## config.mk

```make
export PLATFORM = sky130hd
export DESIGN_NAME = pci_pwr_mgr
export DESIGN_NICKNAME = d
export VERILOG_FILES = /design/src/rtl/pwr_pkg.sv /design/src/rtl/pwr_state_ctrl.sv /design/src/rtl/pwr_clk_gate.sv /design/src/rtl/pwr_cyc_filter.sv /design/src/rtl/pwr_pme_unit.sv /design/src/rtl/pci_pwr_mgr.sv
export SDC_FILE = /design/constraint.sdc
export NUM_CORES = 1
export LEC_CHECK = 0
export BUFFER_PORTS_ARGS = -buffer_cell sky130_fd_sc_hd__buf_2
export CORE_UTILIZATION = 35
export CTS_BUF_LIST = sky130_fd_sc_hd__clkbuf_8
export CTS_CLUSTER_DIAMETER = 100
export DETAILED_ROUTE_END_ITERATION = 16
export GPL_ROUTABILITY_DRIVEN = 0
export PLACE_DENSITY = 0.67
export SLEW_MARGIN = 40
export SYNTH_ARGS = -nofsm -noshare
export SYNTH_HDL_FRONTEND = slang
export SYNTH_SLANG_ARGS = --single-unit
```

## constraint.sdc

```tcl
create_clock -name clk -period 2.27 [get_ports clk]
set_clock_uncertainty 0.15 [all_clocks]
set_input_delay 0.227 -clock clk [delete_from_list [all_inputs] [get_ports clk]]
set_output_delay 0.227 -clock clk [all_outputs]
set_load 0.1 [all_outputs]
```

## src/rtl/pwr_pkg.sv

```systemverilog
// Package: shared power-state encoding for the power controller.
// Assumes: the 2-bit field code is also the software-visible encoding.
package pwr_pkg;
    typedef enum logic [1:0] {
        PS_D0 = 2'b00,
        PS_D1 = 2'b01,
        PS_D2 = 2'b10,
        PS_D3 = 2'b11
    } pwr_state_t;

    localparam int CMD_W = 3;

    // Return 1 for the codes this function supports.
    function automatic logic ps_legal(input logic [1:0] code);
        return code != PS_D1;
    endfunction
endpackage

```

## src/rtl/pwr_state_ctrl.sv

```systemverilog
// Module: holds the committed power state and runs the drain handshake.
// Assumes: ack bits may pulse; they are remembered until all have been seen.
module pwr_state_ctrl
    import pwr_pkg::*;
#(
    parameter int N_MOD = 3
) (
    input  logic             clk,
    input  logic             rst_n,
    input  logic             ps_wr,
    input  logic [1:0]       ps_wdata,
    input  logic [N_MOD-1:0] chg_ack,
    output pwr_state_t       state,
    output logic             chg_req,
    output logic [1:0]       chg_target
);
    pwr_state_t       state_q;
    pwr_state_t       target_q;
    logic             pend_q;
    logic [N_MOD-1:0] seen_q;
    logic             all_ack;
    logic             start;

    // Purpose: decide whether a write starts a handshake, and whether all acks are in.
    always_comb begin
        all_ack = &(seen_q | chg_ack);
        start   = ps_wr && !pend_q && ps_legal(ps_wdata) && (ps_wdata != state_q);
    end

    // Purpose: state register, request tracking and ack accumulation.
    always_ff @(posedge clk) begin
        if (!rst_n) begin
            state_q  <= PS_D0;
            target_q <= PS_D0;
            pend_q   <= 1'b0;
            seen_q   <= '0;
        end else if (pend_q) begin
            if (all_ack) begin
                state_q <= target_q;
                pend_q  <= 1'b0;
                seen_q  <= '0;
            end else begin
                seen_q  <= seen_q | chg_ack;
            end
        end else if (start) begin
            pend_q   <= 1'b1;
            target_q <= pwr_state_t'(ps_wdata);
        end
    end

    assign state      = state_q;
    assign chg_req    = pend_q;
    assign chg_target = target_q;

    AST_NO_D1_STATE: assert property (@(posedge clk) disable iff (!rst_n)
        state_q != PS_D1);
    AST_COMMIT_NEEDS_ACKS: assert property (@(posedge clk) disable iff (!rst_n)
        (pend_q && !(&(seen_q | chg_ack))) |=> (state_q == $past(state_q)) && pend_q);
    AST_TARGET_HELD: assert property (@(posedge clk) disable iff (!rst_n)
        (pend_q && !(&(seen_q | chg_ack))) |=> (target_q == $past(target_q)));
    AST_IDLE_WRITE_IGNORED: assert property (@(posedge clk) disable iff (!rst_n)
        (!pend_q && ps_wr && (ps_wdata == state_q || ps_wdata == PS_D1)) |=> !pend_q);
endmodule

```

## src/rtl/pwr_clk_gate.sv

```systemverilog
// Module: derives the per-domain clock enables from the committed state.
// Assumes: the target domain always runs; N_DOM other domains share one policy.
module pwr_clk_gate
    import pwr_pkg::*;
#(
    parameter int N_DOM = 2
) (
    input  pwr_state_t       state,
    output logic             en_tgt,
    output logic             en_rx,
    output logic [N_DOM-1:0] en_fn
);
    // Purpose: the target domain is never gated.
    assign en_tgt = 1'b1;

    // Purpose: the receive domain runs unless the state is the deepest one.
    always_comb begin
        en_rx = (state != PS_D3);
    end

    // Purpose: each other functional domain runs only at full power.
    for (genvar d = 0; d < N_DOM; d++) begin : g_dom
        assign en_fn[d] = (state == PS_D0);
    end
endmodule

```

## src/rtl/pwr_cyc_filter.sv

```systemverilog
// Module: classifies bus cycles and masks the command enables by power state.
// Assumes: cyc_is_cfg is qualified by cyc_valid from the protocol engine.
module pwr_cyc_filter
    import pwr_pkg::*;
(
    input  pwr_state_t       state,
    input  logic             cyc_valid,
    input  logic             cyc_is_cfg,
    input  logic [CMD_W-1:0] cmd_en,
    output logic             cyc_accept,
    output logic             cyc_abort,
    output logic [CMD_W-1:0] cmd_en_eff
);
    logic full_pwr;

    // Purpose: accept or abort each cycle, and zero the enables outside full power.
    always_comb begin
        full_pwr   = (state == PS_D0);
        cyc_accept = cyc_valid && (full_pwr || cyc_is_cfg);
        cyc_abort  = cyc_valid && !full_pwr && !cyc_is_cfg;
        cmd_en_eff = full_pwr ? cmd_en : '0;
    end
endmodule

```

## src/rtl/pwr_pme_unit.sv

```systemverilog
// Module: sticky power management event status raised by receive wakeups.
// Assumes: a set in the same cycle as a clear wins, so no wakeup is lost.
module pwr_pme_unit
    import pwr_pkg::*;
(
    input  logic       clk,
    input  logic       rst_n,
    input  pwr_state_t state,
    input  logic       rx_req,
    input  logic       pme_en,
    input  logic       pme_clr,
    output logic       pme_out
);
    logic sts_q;
    logic set_ev;

    // Purpose: a wakeup counts only in the intermediate state with PME enabled.
    always_comb begin
        set_ev = rx_req && pme_en && (state == PS_D2);
    end

    // Purpose: hold the status until software writes one to clear it.
    always_ff @(posedge clk) begin
        if (!rst_n)       sts_q <= 1'b0;
        else if (set_ev)  sts_q <= 1'b1;
        else if (pme_clr) sts_q <= 1'b0;
    end

    assign pme_out = sts_q;

    AST_PME_HOLD: assert property (@(posedge clk) disable iff (!rst_n)
        (sts_q && !pme_clr) |=> sts_q);
    AST_PME_CAUSE: assert property (@(posedge clk) disable iff (!rst_n)
        (!sts_q && !(rx_req && pme_en)) |=> !sts_q);
endmodule

```

## src/rtl/pci_pwr_mgr.sv

```systemverilog
// Module: top of the PCI function power manager.
// Assumes: configuration registers, protocol engine and receive path sit outside
// and talk to this block through plain strobes and levels.
module pci_pwr_mgr
    import pwr_pkg::*;
#(
    parameter int N_MOD = 3,
    parameter int N_DOM = 2
) (
    input  logic             clk,
    input  logic             rst_n,
    input  logic             ps_wr,
    input  logic [1:0]       ps_wdata,
    output logic [1:0]       ps_rdata,
    output logic             chg_req,
    output logic [1:0]       chg_target,
    input  logic [N_MOD-1:0] chg_ack,
    output logic             clk_en_tgt,
    output logic             clk_en_rx,
    output logic [N_DOM-1:0] clk_en_fn,
    input  logic             cyc_valid,
    input  logic             cyc_is_cfg,
    output logic             cyc_accept,
    output logic             cyc_abort,
    input  logic [2:0]       cmd_en,
    output logic [2:0]       cmd_en_eff,
    input  logic             rx_req,
    input  logic             pme_en,
    input  logic             pme_clr,
    output logic             pme_out
);
    pwr_state_t state;

    pwr_state_ctrl #(.N_MOD(N_MOD)) u_ctrl (
        .clk        (clk),
        .rst_n      (rst_n),
        .ps_wr      (ps_wr),
        .ps_wdata   (ps_wdata),
        .chg_ack    (chg_ack),
        .state      (state),
        .chg_req    (chg_req),
        .chg_target (chg_target)
    );

    pwr_clk_gate #(.N_DOM(N_DOM)) u_gate (
        .state  (state),
        .en_tgt (clk_en_tgt),
        .en_rx  (clk_en_rx),
        .en_fn  (clk_en_fn)
    );

    pwr_cyc_filter u_filt (
        .state      (state),
        .cyc_valid  (cyc_valid),
        .cyc_is_cfg (cyc_is_cfg),
        .cmd_en     (cmd_en),
        .cyc_accept (cyc_accept),
        .cyc_abort  (cyc_abort),
        .cmd_en_eff (cmd_en_eff)
    );

    pwr_pme_unit u_pme (
        .clk     (clk),
        .rst_n   (rst_n),
        .state   (state),
        .rx_req  (rx_req),
        .pme_en  (pme_en),
        .pme_clr (pme_clr),
        .pme_out (pme_out)
    );

    assign ps_rdata = state;

    AST_ABORT_WHEN_GATED: assert property (@(posedge clk) disable iff (!rst_n)
        (cyc_valid && !cyc_is_cfg && !clk_en_fn[0]) |-> cyc_abort);
    AST_MASK_WHEN_GATED: assert property (@(posedge clk) disable iff (!rst_n)
        !clk_en_fn[0] |-> (cmd_en_eff == 3'b000));
    AST_PME_NEEDS_RX_DOMAIN: assert property (@(posedge clk) disable iff (!rst_n)
        $rose(pme_out) |-> $past(clk_en_rx && !clk_en_fn[0]));
endmodule

```

== Word level (Yosys, flattened, before mapping) ==
Cells that the tools add are included.
Cells by class
  eq/ne operators: 4
  muxes and demuxes: 7
  bitwise logic cells: 2
  reductions and logical operators: 17
Operators by type and width (number)
  $logic_and A1 B1 Y1: 8
  $mux W3: 2
  $mux W1: 5
  $reduce_and A4 Y1: 1
  $logic_not A1 Y1: 3
  $or A3 B3 Y3: 1
  $reduce_and A3 Y1: 1
  $eq A2 B2 Y1 const B: 1
  $logic_not A2 Y1: 1
  $ne A2 B1 Y1 const B: 1
  $ne A2 B2 Y1: 1
  $ne A2 B2 Y1 const B: 1
  $reduce_and A2 Y1: 1
  $reduce_bool A2 Y1: 1
  $logic_or A1 B1 Y1: 1
  $not A1 Y1: 1
Word-level totals
  output and inout port bits: 15
  word-level logic and storage cells: 35
  bits in registers: 9

== Logic depth before layout (Yosys ltp) ==
Gate-level depths: netlist (run 1).
  depth in word-level cells: 6
  gate-level depth with buffers: 5
  depth with buffers taken out: 4

== Modules after synthesis ==
From an unflattened synthesis (run 1), not the netlist that was laid out.
Second synthesis, totals
  cell total of the unflattened synthesis: 59
  area total of the unflattened synthesis: 494.2 sq um
Modules (own cells, without submodules)
  pwr_state_ctrl: area an instance 385.4 sq um, sequential area each 160.2 sq um, instances 1, cells an instance 44
  pwr_pme_unit: area an instance 42.5 sq um, sequential area each 20.0 sq um, instances 1, cells an instance 4
  pwr_cyc_filter: area an instance 40.0 sq um, sequential area each 0.0 sq um, instances 1, cells an instance 6
  pwr_clk_gate: area an instance 26.3 sq um, sequential area each 0.0 sq um, instances 1, cells an instance 5

== Worst setup path after synthesis (run 1) ==
No wires, ideal clock.
  kind: register to output
  start: register u_ctrl.state_q[0], in the netlist u_ctrl.state[0]
  end: output port cyc_abort
  buffers on the path: 0
  slack: -1663 ps
  cell stages (with the launch flop): 3
  arrival time: 3556 ps
  path through: dfxtp_1 > nor2_1 > nor3b_1
On the way
  cells in the longest elaborated chain, start to end: 4
Ends and longest elaborated chain
  from (decl): line pwr_state_ctrl.sv:17  | pwr_state_t state_q;
  from (signal assigned): line pwr_state_ctrl.sv:39  | state_q <= target_q;
  $logic_not A2 Y1: line pwr_cyc_filter.sv:18  | full_pwr = (state == PS_D0);
  via u_filt.full_pwr: line pwr_cyc_filter.sv:14  | logic full_pwr;
  $logic_not A1 Y1: line pwr_cyc_filter.sv:20  | cyc_abort = cyc_valid && !full_pwr && !cyc_is_cfg;
  $logic_and A1 B1 Y1 (2 in series): line pwr_cyc_filter.sv:20
  to (decl): line pci_pwr_mgr.sv:24  | output logic cyc_abort,
The timed path passes the listed nets, and every way through them passes these cells.

== Worst setup path in the final report (run 1) ==
  start: register u_ctrl.state_q[1], in the netlist u_ctrl.state[1]
  end: output port cmd_en_eff[1]
On the way
  cells in the longest elaborated chain, start to end: 2
Ends and longest elaborated chain
  $logic_not A2 Y1: line pwr_cyc_filter.sv:18
  $mux W3: line pwr_cyc_filter.sv:21  | cmd_en_eff = full_pwr ? cmd_en : '0;
  to (decl): line pci_pwr_mgr.sv:26  | output logic [2:0] cmd_en_eff,
Every way passes these cells.

==> qor.yml, run 1 <==
status: "completed"
fin_crit_sh: 0.857
cts.repair.resized: 0
syn_area_um2: 497
routedWlPerCell_um: 9.50
cp_max_fo: 8
worstPathArrival_ns: 1.57
yosysTopAreaCell: "dfxtp_1"
mostFrequentLayoutCell: "buf_2"
fin_setup_tns_ns: 0
grt_max_degree: 10
nets: 105
clkTransAtPathRegs_ns: 0.04
mostFrequentLayoutCells: "29 x buf_2, 9 x nand2_1, 7 x dfxtp_1"
hold_buffers: 0
hold_class: "primary input to register"
p_per_area_nw_per_um2: 681
cp-start-kind: "register"
timing.fmax_ghz: 0.514
max_cap_viol_count: 0
io_pins: 31
p_leak_nw: 0.322
cts_setup_buffers: 0
yosys-top-cells-area: "dfxtp_1 36%, nand2_1 6.8%, a21oi_1 5.0%, buf_4 4.5%, and2_1 3.8%"
via_count: 516
first_pass_iters: 4
vias_per_cell: 5.01
dpl_cell_area_um2: 642
seq_area_frac_synth: 0.363
clkSinkCount: 9
reg2reg_from: "u_ctrl.chg_req$_SDFF_PN0_"
netlist-cell-type-count: 28
cts_tree: "built"
critical_path_class: "register to primary output"
design_area_um2: 687
clk_latency_ns: 0.23
drc: 0
syn_avg_cell_area_um2: 8.28
dieHeight_um: 39.7
grt-ovfl-total: 0
finalCriticalPeriod_ns: 1.95
antenna_cells: 0
h-tree-depth: 1
hpwlAfterDp_um: 761
antenna_found_initial: 0
grt_pass1_vias: 383
ir_worst_vdd_mv: 0.341
yosysWarnings: 0
drive_gt1_frac: 0.466
die_x_um: 39.7
drt_iter0_markers: 7
area_growth_pct: 38.3
root_buffer: "clkbuf_8"
initial_utilization: 0.377
worstHoldStart: "chg_ack[0]"
numCtsBuffers: 3
yosys.area.top_type_share: 0.363
grt_pass1_wl_um: 1430
setup_viol: 0
die_area_um2: 1570
grt_use_total: 0.140
io_buffers: 29
hold_viol: 0
syn-num-nets: 76
startpoint: "u_ctrl.state[1]$_SDFFE_PN0P_"
clk_path_buf_depth: 2
ys_ff_latch: 9
end_kind: "primary output"
core_area_um2: 1320
rsz0062_at_grt: "no"
syn_inst: 60
ant_nets: 0
rows: 13
totalWireLength_um: 978
fin_util: 0.521
drv_slew: 0
crit_required_ns: 1.89
[layout make-up]
class                   count  area, um^2
repair buffers             29         145
clock inverters             1        3.75
clock buffers               3        41.3
flip-flops and latches      9         183
multi-input cells          44         288
well taps                  15        18.8
inverters                   2        7.51
fillers                   128         631
[routing by layer]
metal	GRT usage	share of wire
met1	0.160	0.44
met2	0.221	0.43
met3	0.0170	0.091
met4	0.129	0.037
met5	0	0
[path summary, 6_finish.rpt]
kind | end | cells past startpoint | slack (ns)
max | cmd_en_eff[1] | 3 | 0.32
min reg2reg | u_pme.pme_out$_SDFFE_PN0P_ | 2 | 0.31
max reg2reg | u_ctrl.chg_target[0]$_SDFFE_PN0P_ | 3 | 1.05
min | u_ctrl.seen_q[0]$_SDFFE_PN0P_ | 3 | 0.1
[power by group]
group	internal (mW)	leakage, nW	total [mW]	switching, mW
Sequential	0.165	0.0743	0.171	0.00606
Combinational	0.0281	0.221	0.116	0.0878
Clock	0.118	0.0269	0.181	0.0629
[cell usage after synthesis, drive strengths merged]
master	instances
a21bo	1
nand4	1
and3b	1
nand2	9
nor2	3
xnor2	1
dfxtp	9
nand2b	2
a31oi	1
nor2b	1
nor3b	2
nand3	2
and2	3
o21ai	6
o211a	1
inv	2
a211oi	1
buf	5
nand4b	1
a21oi	5
conb	1
o21a	1
o22a	1
[metrics by stage]
| step | std cells | power (mW) | hold slack (ns) | setup slack (ns) |
|---|---|---|---|---|
| global route | 103 | 0.485 | 0.119 | 0.188 |
| global placement | 99 | 0.290 | 0.303 | 0.625 |
| detailed placement | 99 | 0.290 | 0.308 | 0.550 |
| floorplan | 60 | 0.267 | 0.219 | 0.0593 |
| CTS | 103 | 0.472 | 0.101 | 0.300 |
| finish | 103 | 0.468 | 0.0968 | 0.325 |
[worst max-delay path, cell delays in order, from the launching register on]
cell     delay [ns]
dfxtp_2        0.35
nor2_1         0.38
and2_1         0.19
buf_2          0.42
[logic make-up (layout without fill, tap and decap cells)]
logic type                after synthesis  count (layout)  share of synthesized area
and+or+nand+nor                        25              25                      0.305
buffers and inverters                   7              35                     0.0806
DFF                                     9               9                      0.363
other                                   1               1                    0.00755
AOI/OAI and AO/OA                      17              17                      0.227
xor gates and xnor gates                1               1                     0.0176
[flip-flops by register name, summed over array words and instances (netlist names)]
name / cells
u_ctrl.chg_req: 1
u_ctrl.seen_q: 3
u_ctrl.chg_target: 2
u_ctrl.state: 2
u_pme.pme_out: 1
(Power assumes the default switching activity.)
==> run 2, diff against run 1 <==
--- a/config.mk
+++ b/config.mk
@@ -11,7 +11,7 @@
 export CTS_CLUSTER_DIAMETER = 100
 export DETAILED_ROUTE_END_ITERATION = 16
 export GPL_ROUTABILITY_DRIVEN = 0
-export PLACE_DENSITY = 0.67
+export PLACE_DENSITY = 0.69
 export SLEW_MARGIN = 40
 export SYNTH_ARGS = -nofsm -noshare
 export SYNTH_HDL_FRONTEND = slang
==> constraint.sdc (replaced) <==
create_clock -name clk -period 1.6 [get_ports clk]
set_clock_uncertainty 0.15 [all_clocks]
set_input_delay 0.16 -clock clk [delete_from_list [all_inputs] [get_ports clk]]
set_output_delay 0.16 -clock clk [all_outputs]
set_load 0.1 [all_outputs]
==> run 2 against run 1 <==
Worst hold slack got worse by 0.071 ns. Combinational power grew 64%. Power is 47% higher. Critical path depth unchanged. Routed wire length grew 6.3%. Clock power up 43%. First-iteration DRC count shrank 43%. Flip-flop and latch count unchanged. Setup slack worse by 0.17 ns. Design area up 19%.
==> qor.yml, run 2 (synthesized netlist as in run 1, its figures left out) <==
status: "completed"  # unchanged
clk_latency_ns: 0.23  # about the same
fin_util: 0.621  # was 0.521
totalWireLength_um: 1040  # was 978 um
largest_reg_flops: 3  # unchanged
switching_share: 0.331  # was 0.335
mostFrequentLayoutCells: "22 x buf_2, 9 x nand2_1, 7 x buf_12"  # was 29 x buf_2, 9 x nand2_1, 7 x dfxtp_1
fin_crit_sh: 0.906
worstHoldStart: "chg_ack[1]"  # was chg_ack[0]
root_buffer: "clkbuf_8"  # unchanged
p_leak_nw: 0.374  # was 0.322 nW
cpMaxStageDelayCell: "dfxtp_4"  # was buf_2
cp-start-kind: "register"  # unchanged
setup_viol: 0  # unchanged
antenna_found_initial: 0  # unchanged
pre_cts_slack_ns: 0.186  # was 0.550 ns
clkPwrFrac: 0.375  # was 0.386
grt_pass1_wl_um: 1630  # was 1430 um
die_area_um2: 1570  # unchanged
ir_worst_vdd_mv: 0.632  # was 0.341 mV
regMostFlops: "u_ctrl.seen_q"  # unchanged
switchingPower_uw: 228  # was 157 uW
cp_max_fo: 8  # unchanged
io_pins: 31  # unchanged
p_int_uw: 460  # was 311 uW
mostFrequentLayoutCell: "buf_2"  # unchanged
drv_slew: 0  # unchanged
cts_tree: "built"  # unchanged
hold_viol: 0  # unchanged
power_frac_comb: 0.276  # was 0.248
hold_class: "primary input to register"  # unchanged
via_count: 494  # was 516
grt_pass1_vias: 399  # was 383
rows: 13  # unchanged
worstPathArrival_ns: 1.14  # was 1.57 ns
clkTransAtPathRegs_ns: 0.04  # about the same
initial_utilization: 0.377  # unchanged
clkSinkCount: 9  # unchanged
first_pass_iters: 4  # unchanged
hold_buffers: 0  # unchanged
path_cells: "nor2_4 > and2_2 > buf_12"  # was nor2_1 > and2_1 > buf_2
timing.fmax_ghz: 0.690
drc: 0  # unchanged
numCtsBuffers: 3  # unchanged
crit_required_ns: 1.29  # was 1.89 ns
finalCriticalPeriod_ns: 1.45
dieHeight_um: 39.7  # unchanged
hpwlAfterDp_um: 854  # was 761 um
grt-ovfl-total: 0  # unchanged
max_stage_delay_ns: 0.37  # was 0.42 ns
h-tree-depth: 1  # unchanged
antenna_cells: 0  # unchanged
grt_use_total: 0.163  # was 0.140
rsz0062_at_grt: "no"  # unchanged
startpoint: "u_ctrl.state[1]$_SDFFE_PN0P_"  # unchanged
nets: 106  # was 105
grt_max_degree: 10  # unchanged
finalPower_uw: 687  # was 468 uW
critical_path_class: "register to primary output"  # unchanged
p_seq_frac: 0.350  # was 0.366
reg2reg_from: "u_ctrl.seen_q[0]$_SDFFE_PN0P_"  # was u_ctrl.chg_req$_SDFF_PN0_
io_buffers: 29  # unchanged
vias_per_cell: 4.75  # was 5.01
core_area_um2: 1320  # unchanged
max_cap_viol_count: 0  # unchanged
ant_nets: 0  # unchanged
end_kind: "primary output"  # unchanged
routedWlPerCell_um: 10.0  # was 9.50 um
die_x_um: 39.7  # unchanged
area_growth_pct: 64.7  # was 38.3%
p_per_area_nw_per_um2: 840  # was 681 nW/um^2
finalWorstSetupSlack_ns: 0.150  # was 0.325 ns
drive_gt1_frac: 0.539  # was 0.466
drt_iter0_markers: 4  # was 7
clk_path_buf_depth: 2  # unchanged
## run 2: worst paths after layout
kind / to / slack, ns / depth (start not counted)
hold reg to reg: u_ctrl.state[0]$_SDFFE_PN0P_ / 0.31 / 2
hold / removal: u_ctrl.seen_q[1]$_SDFFE_PN0P_ / 0.03 / 3
setup reg to reg: u_ctrl.seen_q[0]$_SDFFE_PN0P_ / 0.40 / 4
setup / recovery: cmd_en_eff[1] / 0.15 / 3
## run 2: critical path, delay by kind of cell (launching register included)
| kind | cells | cell delay [ns] |
|---|---|---|
| buf+inv | 1 | 0.17 |
| flops | 1 | 0.37 |
| simple gates | 2 | 0.37 |
## run 2: area by class of cell
type	count	area (um^2)
clock buffer	3	41.3
clock inverter	1	3.75
fill	105	499
inverter	2	7.51
multi-input combinational	44	300
sequential	9	189
tap	15	18.8
timing repair buffer	30	258
## run 2: routing by layer
| metal | vias to the layer above | share of wire | GRT usage | wire, um |
|---|---|---|---|---|
| li1 | 258 | - | - | - |
| met3 | 4 | 0.083 | 0.0568 | 86 |
| met5 | - | 0 | 0 | 0 |
| met4 | 0 | 0.026 | 0.129 | 27 |
| met1 | 207 | 0.45 | 0.190 | 467 |
| met2 | 25 | 0.44 | 0.238 | 458 |
## run 2: power by group through the flow
| stage | logic, mW | clock network, mW | registers, mW |
|---|---|---|---|
| 6_report | 0.190 | 0.258 | 0.240 |
| 5_1_grt | 0.200 | 0.274 | 0.241 |
| 4_1_cts | 0.191 | 0.262 | 0.240 |
| 3_5_place_dp | 0.190 | 0 | 0.244 |
| 3_3_place_gp | 0.188 | 0 | 0.244 |
| 2_1_floorplan | 0.100 | 0 | 0.278 |
## run 2: through the flow
stage | setup TNS (ns) | std cells | cell area (um^2) | hold slack (ns)
finish | 0 | 104 | 818 | 0.0261
CTS | 0 | 104 | 813 | 0.0284
global route | 0 | 104 | 818 | 0.0531
floorplan | -0.548 | 60 | 522 | 0.152
detailed placement | 0 | 100 | 766 | 0.271
global placement | 0 | 100 | 766 | 0.252
## run 2: what timing repair did
action | 4_1_cts | 5_1_grt
buffers inserted | 0 | 0
endpoints found under the setup margin | 6 | 1
resized for setup | 1 | 1
pin swaps | 0 | 0
==> run 3, diff against run 2 <==
--- a/config.mk
+++ b/config.mk
@@ -5,13 +5,14 @@
 export SDC_FILE = /design/constraint.sdc
 export NUM_CORES = 1
 export LEC_CHECK = 0
+export ABC_AREA = 1
 export BUFFER_PORTS_ARGS = -buffer_cell sky130_fd_sc_hd__buf_2
-export CORE_UTILIZATION = 35
+export CORE_UTILIZATION = 39
 export CTS_BUF_LIST = sky130_fd_sc_hd__clkbuf_8
 export CTS_CLUSTER_DIAMETER = 100
 export DETAILED_ROUTE_END_ITERATION = 16
 export GPL_ROUTABILITY_DRIVEN = 0
-export PLACE_DENSITY = 0.69
+export PLACE_DENSITY = 0.75
 export SLEW_MARGIN = 40
 export SYNTH_ARGS = -nofsm -noshare
 export SYNTH_HDL_FRONTEND = slang
==> run 3 against run 2 <==
Flip-flop and latch count unchanged. Critical endpoint unchanged. Non-clock buffer count down 1. Worst hold slack better by 0.0024 ns. Design area up 2.0%. Die area down 6.3%.
==> qor.yml, run 3 <==
reg2reg_from: "u_ctrl.seen_q[0]$_SDFFE_PN0P_"  # unchanged
setup_viol: 0  # unchanged
die_area_um2: 1470  # was 1570 um^2
grt_max_degree: 7  # was 10
drt_iter0_markers: 10  # was 4
hold_class: "primary input to register"  # unchanged
yosysMostFrequentCell: "nand2_1"
busiest_layer: "met2"  # unchanged
antenna_cells: 0  # unchanged
ys.flop_type: "dfxtp_1"  # unchanged
fin_crit_sh: 0.958  # was 0.906
crit_required_ns: 1.29  # about the same
hpwlAfterDp_um: 948  # was 854 um
numCtsBuffers: 3  # unchanged
die_x_um: 38.4  # was 39.7 um
grt_pass1_wl_um: 1690  # was 1630 um
p_per_area_nw_per_um2: 988  # was 840 nW/um^2
ys_async_sr_fraction: 0  # unchanged
syn_inst: 81  # was 60
drive_gt1_frac: 0.450  # was 0.539
grt-ovfl-total: 0  # unchanged
gr-usage-met2: 0.284  # was 0.238
drv_slew: 0  # unchanged
dieHeight_um: 38.4  # was 39.7 um
cp_max_fo: 5  # was 8
cts.repair.resized: 0  # was 1
mostFrequentLayoutCells: "24 x buf_2, 17 x nand2_1, 14 x inv_1"  # was 22 x buf_2, 9 x nand2_1, 7 x buf_12
clkSinkCount: 9  # unchanged
met1_usage: 0.189  # was 0.190
largest_reg_flops: 3  # unchanged
core_area_um2: 1170  # was 1320 um^2
worstHoldStart: "pme_clr"  # was chg_ack[1]
hold_viol: 0  # unchanged
initial_utilization: 0.441  # was 0.377
critical_path_class: "register to primary output"  # unchanged
max_cap_viol_count: 0  # unchanged
synth_edf_count: 0  # unchanged
fin_util: 0.713  # was 0.621
hold_depth: 4  # was 3
seq_area_frac_synth: 0.349  # was 0.363
synth_commonest_cells: "17 x nand2_1, 13 x inv_1, 12 x nor2_1"  # was 9 x dfxtp_1, 9 x nand2_1, 5 x a21oi_1
totalWireLength_um: 1180  # was 1040 um
antenna_found_initial: 0  # unchanged
finalPower_uw: 824  # was 687 uW
area_growth_pct: 61.5  # was 64.7%
mostFrequentLayoutCell: "buf_2"  # unchanged
vias_per_cell: 4.67  # was 4.75
regMostFlops: "u_ctrl.seen_q"  # unchanged
worstPathArrival_ns: 1.22  # was 1.14 ns
instances_no_fill: 125  # was 104
syn_area_um2: 517  # was 497 um^2
seqCellArea_um2: 189  # unchanged
root_buffer: "clkbuf_8"  # unchanged
ys_ff_latch: 9  # unchanged
end_kind: "primary output"  # unchanged
grt_use_total: 0.175  # was 0.163
grtUsageMet3: 0.0523  # was 0.0568
nFillCells: 92  # was 105
r2r_end: "u_ctrl.seen_q[0]$_SDFFE_PN0P_"  # unchanged
ir_worst_vdd_mv: 0.612  # was 0.632 mV
yosysTopAreaCell: "dfxtp_1"  # unchanged
rows: 12  # was 13
clk_latency_ns: 0.24  # was 0.23 ns
netlist-cell-type-count: 15  # was 28
yosysWarnings: 0  # unchanged
multi_input_area_um2: 303  # was 300 um^2
clk_path_buf_depth: 2  # unchanged
syn_avg_cell_area_um2: 6.38  # was 8.28 um^2
hold_buffers: 0  # unchanged
syn-num-nets: 97  # was 76
io_buffers: 29  # unchanged
grt_pass1_vias: 421  # was 399
r2r_setup_slack_ns: 0.44  # was 0.40 ns
io_pins: 31  # unchanged
post-place-cells: 121  # was 100
status: "completed"  # unchanged
first_pass_iters: 4  # unchanged
hold_end: "u_pme.pme_out$_SDFFE_PN0P_"  # was u_ctrl.seen_q[1]$_SDFFE_PN0P_
drc: 0  # unchanged
cts_tree: "built"  # unchanged
routedWlPerCell_um: 9.46  # was 10.0 um
clkTransAtPathRegs_ns: 0.05  # was 0.04 ns
timing.fmax_ghz: 0.652  # was 0.690 GHz
yosys-top-cells-area: "dfxtp_1 35%, nand2_1 12%, inv_1 9.4%, nor2_1 8.7%, a21oi_1 7.7%"  # was dfxtp_1 36%, nand2_1 6.8%, a21oi_1 5.0%, buf_4 4.5%, and2_1 3.8%
cts_setup_buffers: 0  # unchanged
worst-r2r-cell-count: 5  # was 4
yosys.area.top_type_share: 0.349  # was 0.363
fin_setup_tns_ns: 0  # unchanged
nets: 128  # was 106
h-tree-depth: 1  # unchanged
finalCriticalPeriod_ns: 1.53  # was 1.45 ns
p_leak_nw: 0.429  # was 0.374 nW
ant_nets: 0  # unchanged
rsz0062_at_grt: "no"  # unchanged
cp-start-kind: "register"  # unchanged
via_count: 584  # was 494
## run 3: worst max path at each step
| stage | start | to | slack [ns] |
|---|---|---|---|
| 4_1_cts | u_ctrl.state[0]$_SDFFE_PN0P_ | cmd_en_eff[1] | 0.05 |
| 6_report | u_ctrl.state[0]$_SDFFE_PN0P_ | cmd_en_eff[1] | 0.07 |
| 5_1_grt | u_ctrl.state[0]$_SDFFE_PN0P_ | cmd_en_eff[1] | 0.006 |
| 3_5_place_dp | u_ctrl.state[0]$_SDFFE_PN0P_ | cmd_en_eff[1] | 0.31 |
| 2_1_floorplan | u_ctrl.state[0]$_SDFFE_PN0P_ | cyc_abort | -0.17 |
| 3_3_place_gp | u_ctrl.state[0]$_SDFFE_PN0P_ | cmd_en_eff[2] | 0.33 |
## run 3: cell families after synthesis
| kind of cell | synth area share |
|---|---|
| AOI/OAI and AO/OA | 0.104 |
| buffers and inverters | 0.160 |
| DFF | 0.349 |
| other | 0.00726 |
| and+or+nand+nor | 0.380 |
## run 3: critical path, stage by stage, from the launching register on
cell and delay (ns):
dfxtp_4 0.36, nor2_4 0.16, inv_1 0.15, nor2_4 0.13, buf_12 0.18
## run 3: final cells by class
class	instances	area share
multi-input combinational	53	0.363
tap	14	0.0210
timing repair buffer	29	0.264
sequential	9	0.226
clock buffer	3	0.0495
clock inverter	1	0.00450
inverter	16	0.0720
## run 3: per-stage QoR
step	setup WS, ns	area (um^2)	hold slack, ns
floorplan	-0.169	574	0.123
global placement	0.332	790	0.272
detailed placement	0.313	790	0.275
CTS	0.0517	835	0.0269
global route	0.00602	835	0.0388
finish	0.0673	835	0.0286
## run 3: report_power, final
| part | leakage (nW) | switching (mW) | internal, mW |
|---|---|---|---|
| logic | 0.326 | 0.227 | 0.0845 |
| registers | 0.0754 | 0.0127 | 0.237 |
| clock network | 0.0269 | 0.0962 | 0.168 |
| total | 0.429 | 0.335 | 0.489 |
## run 3: metal layers
layer  up-vias  share of wire  wire length [um]
li1        305              -                 -
met2        33           0.44               519
met4         0          0.024                28
met3         3           0.11               133
met1       243           0.42               500
met5         -              0                 0
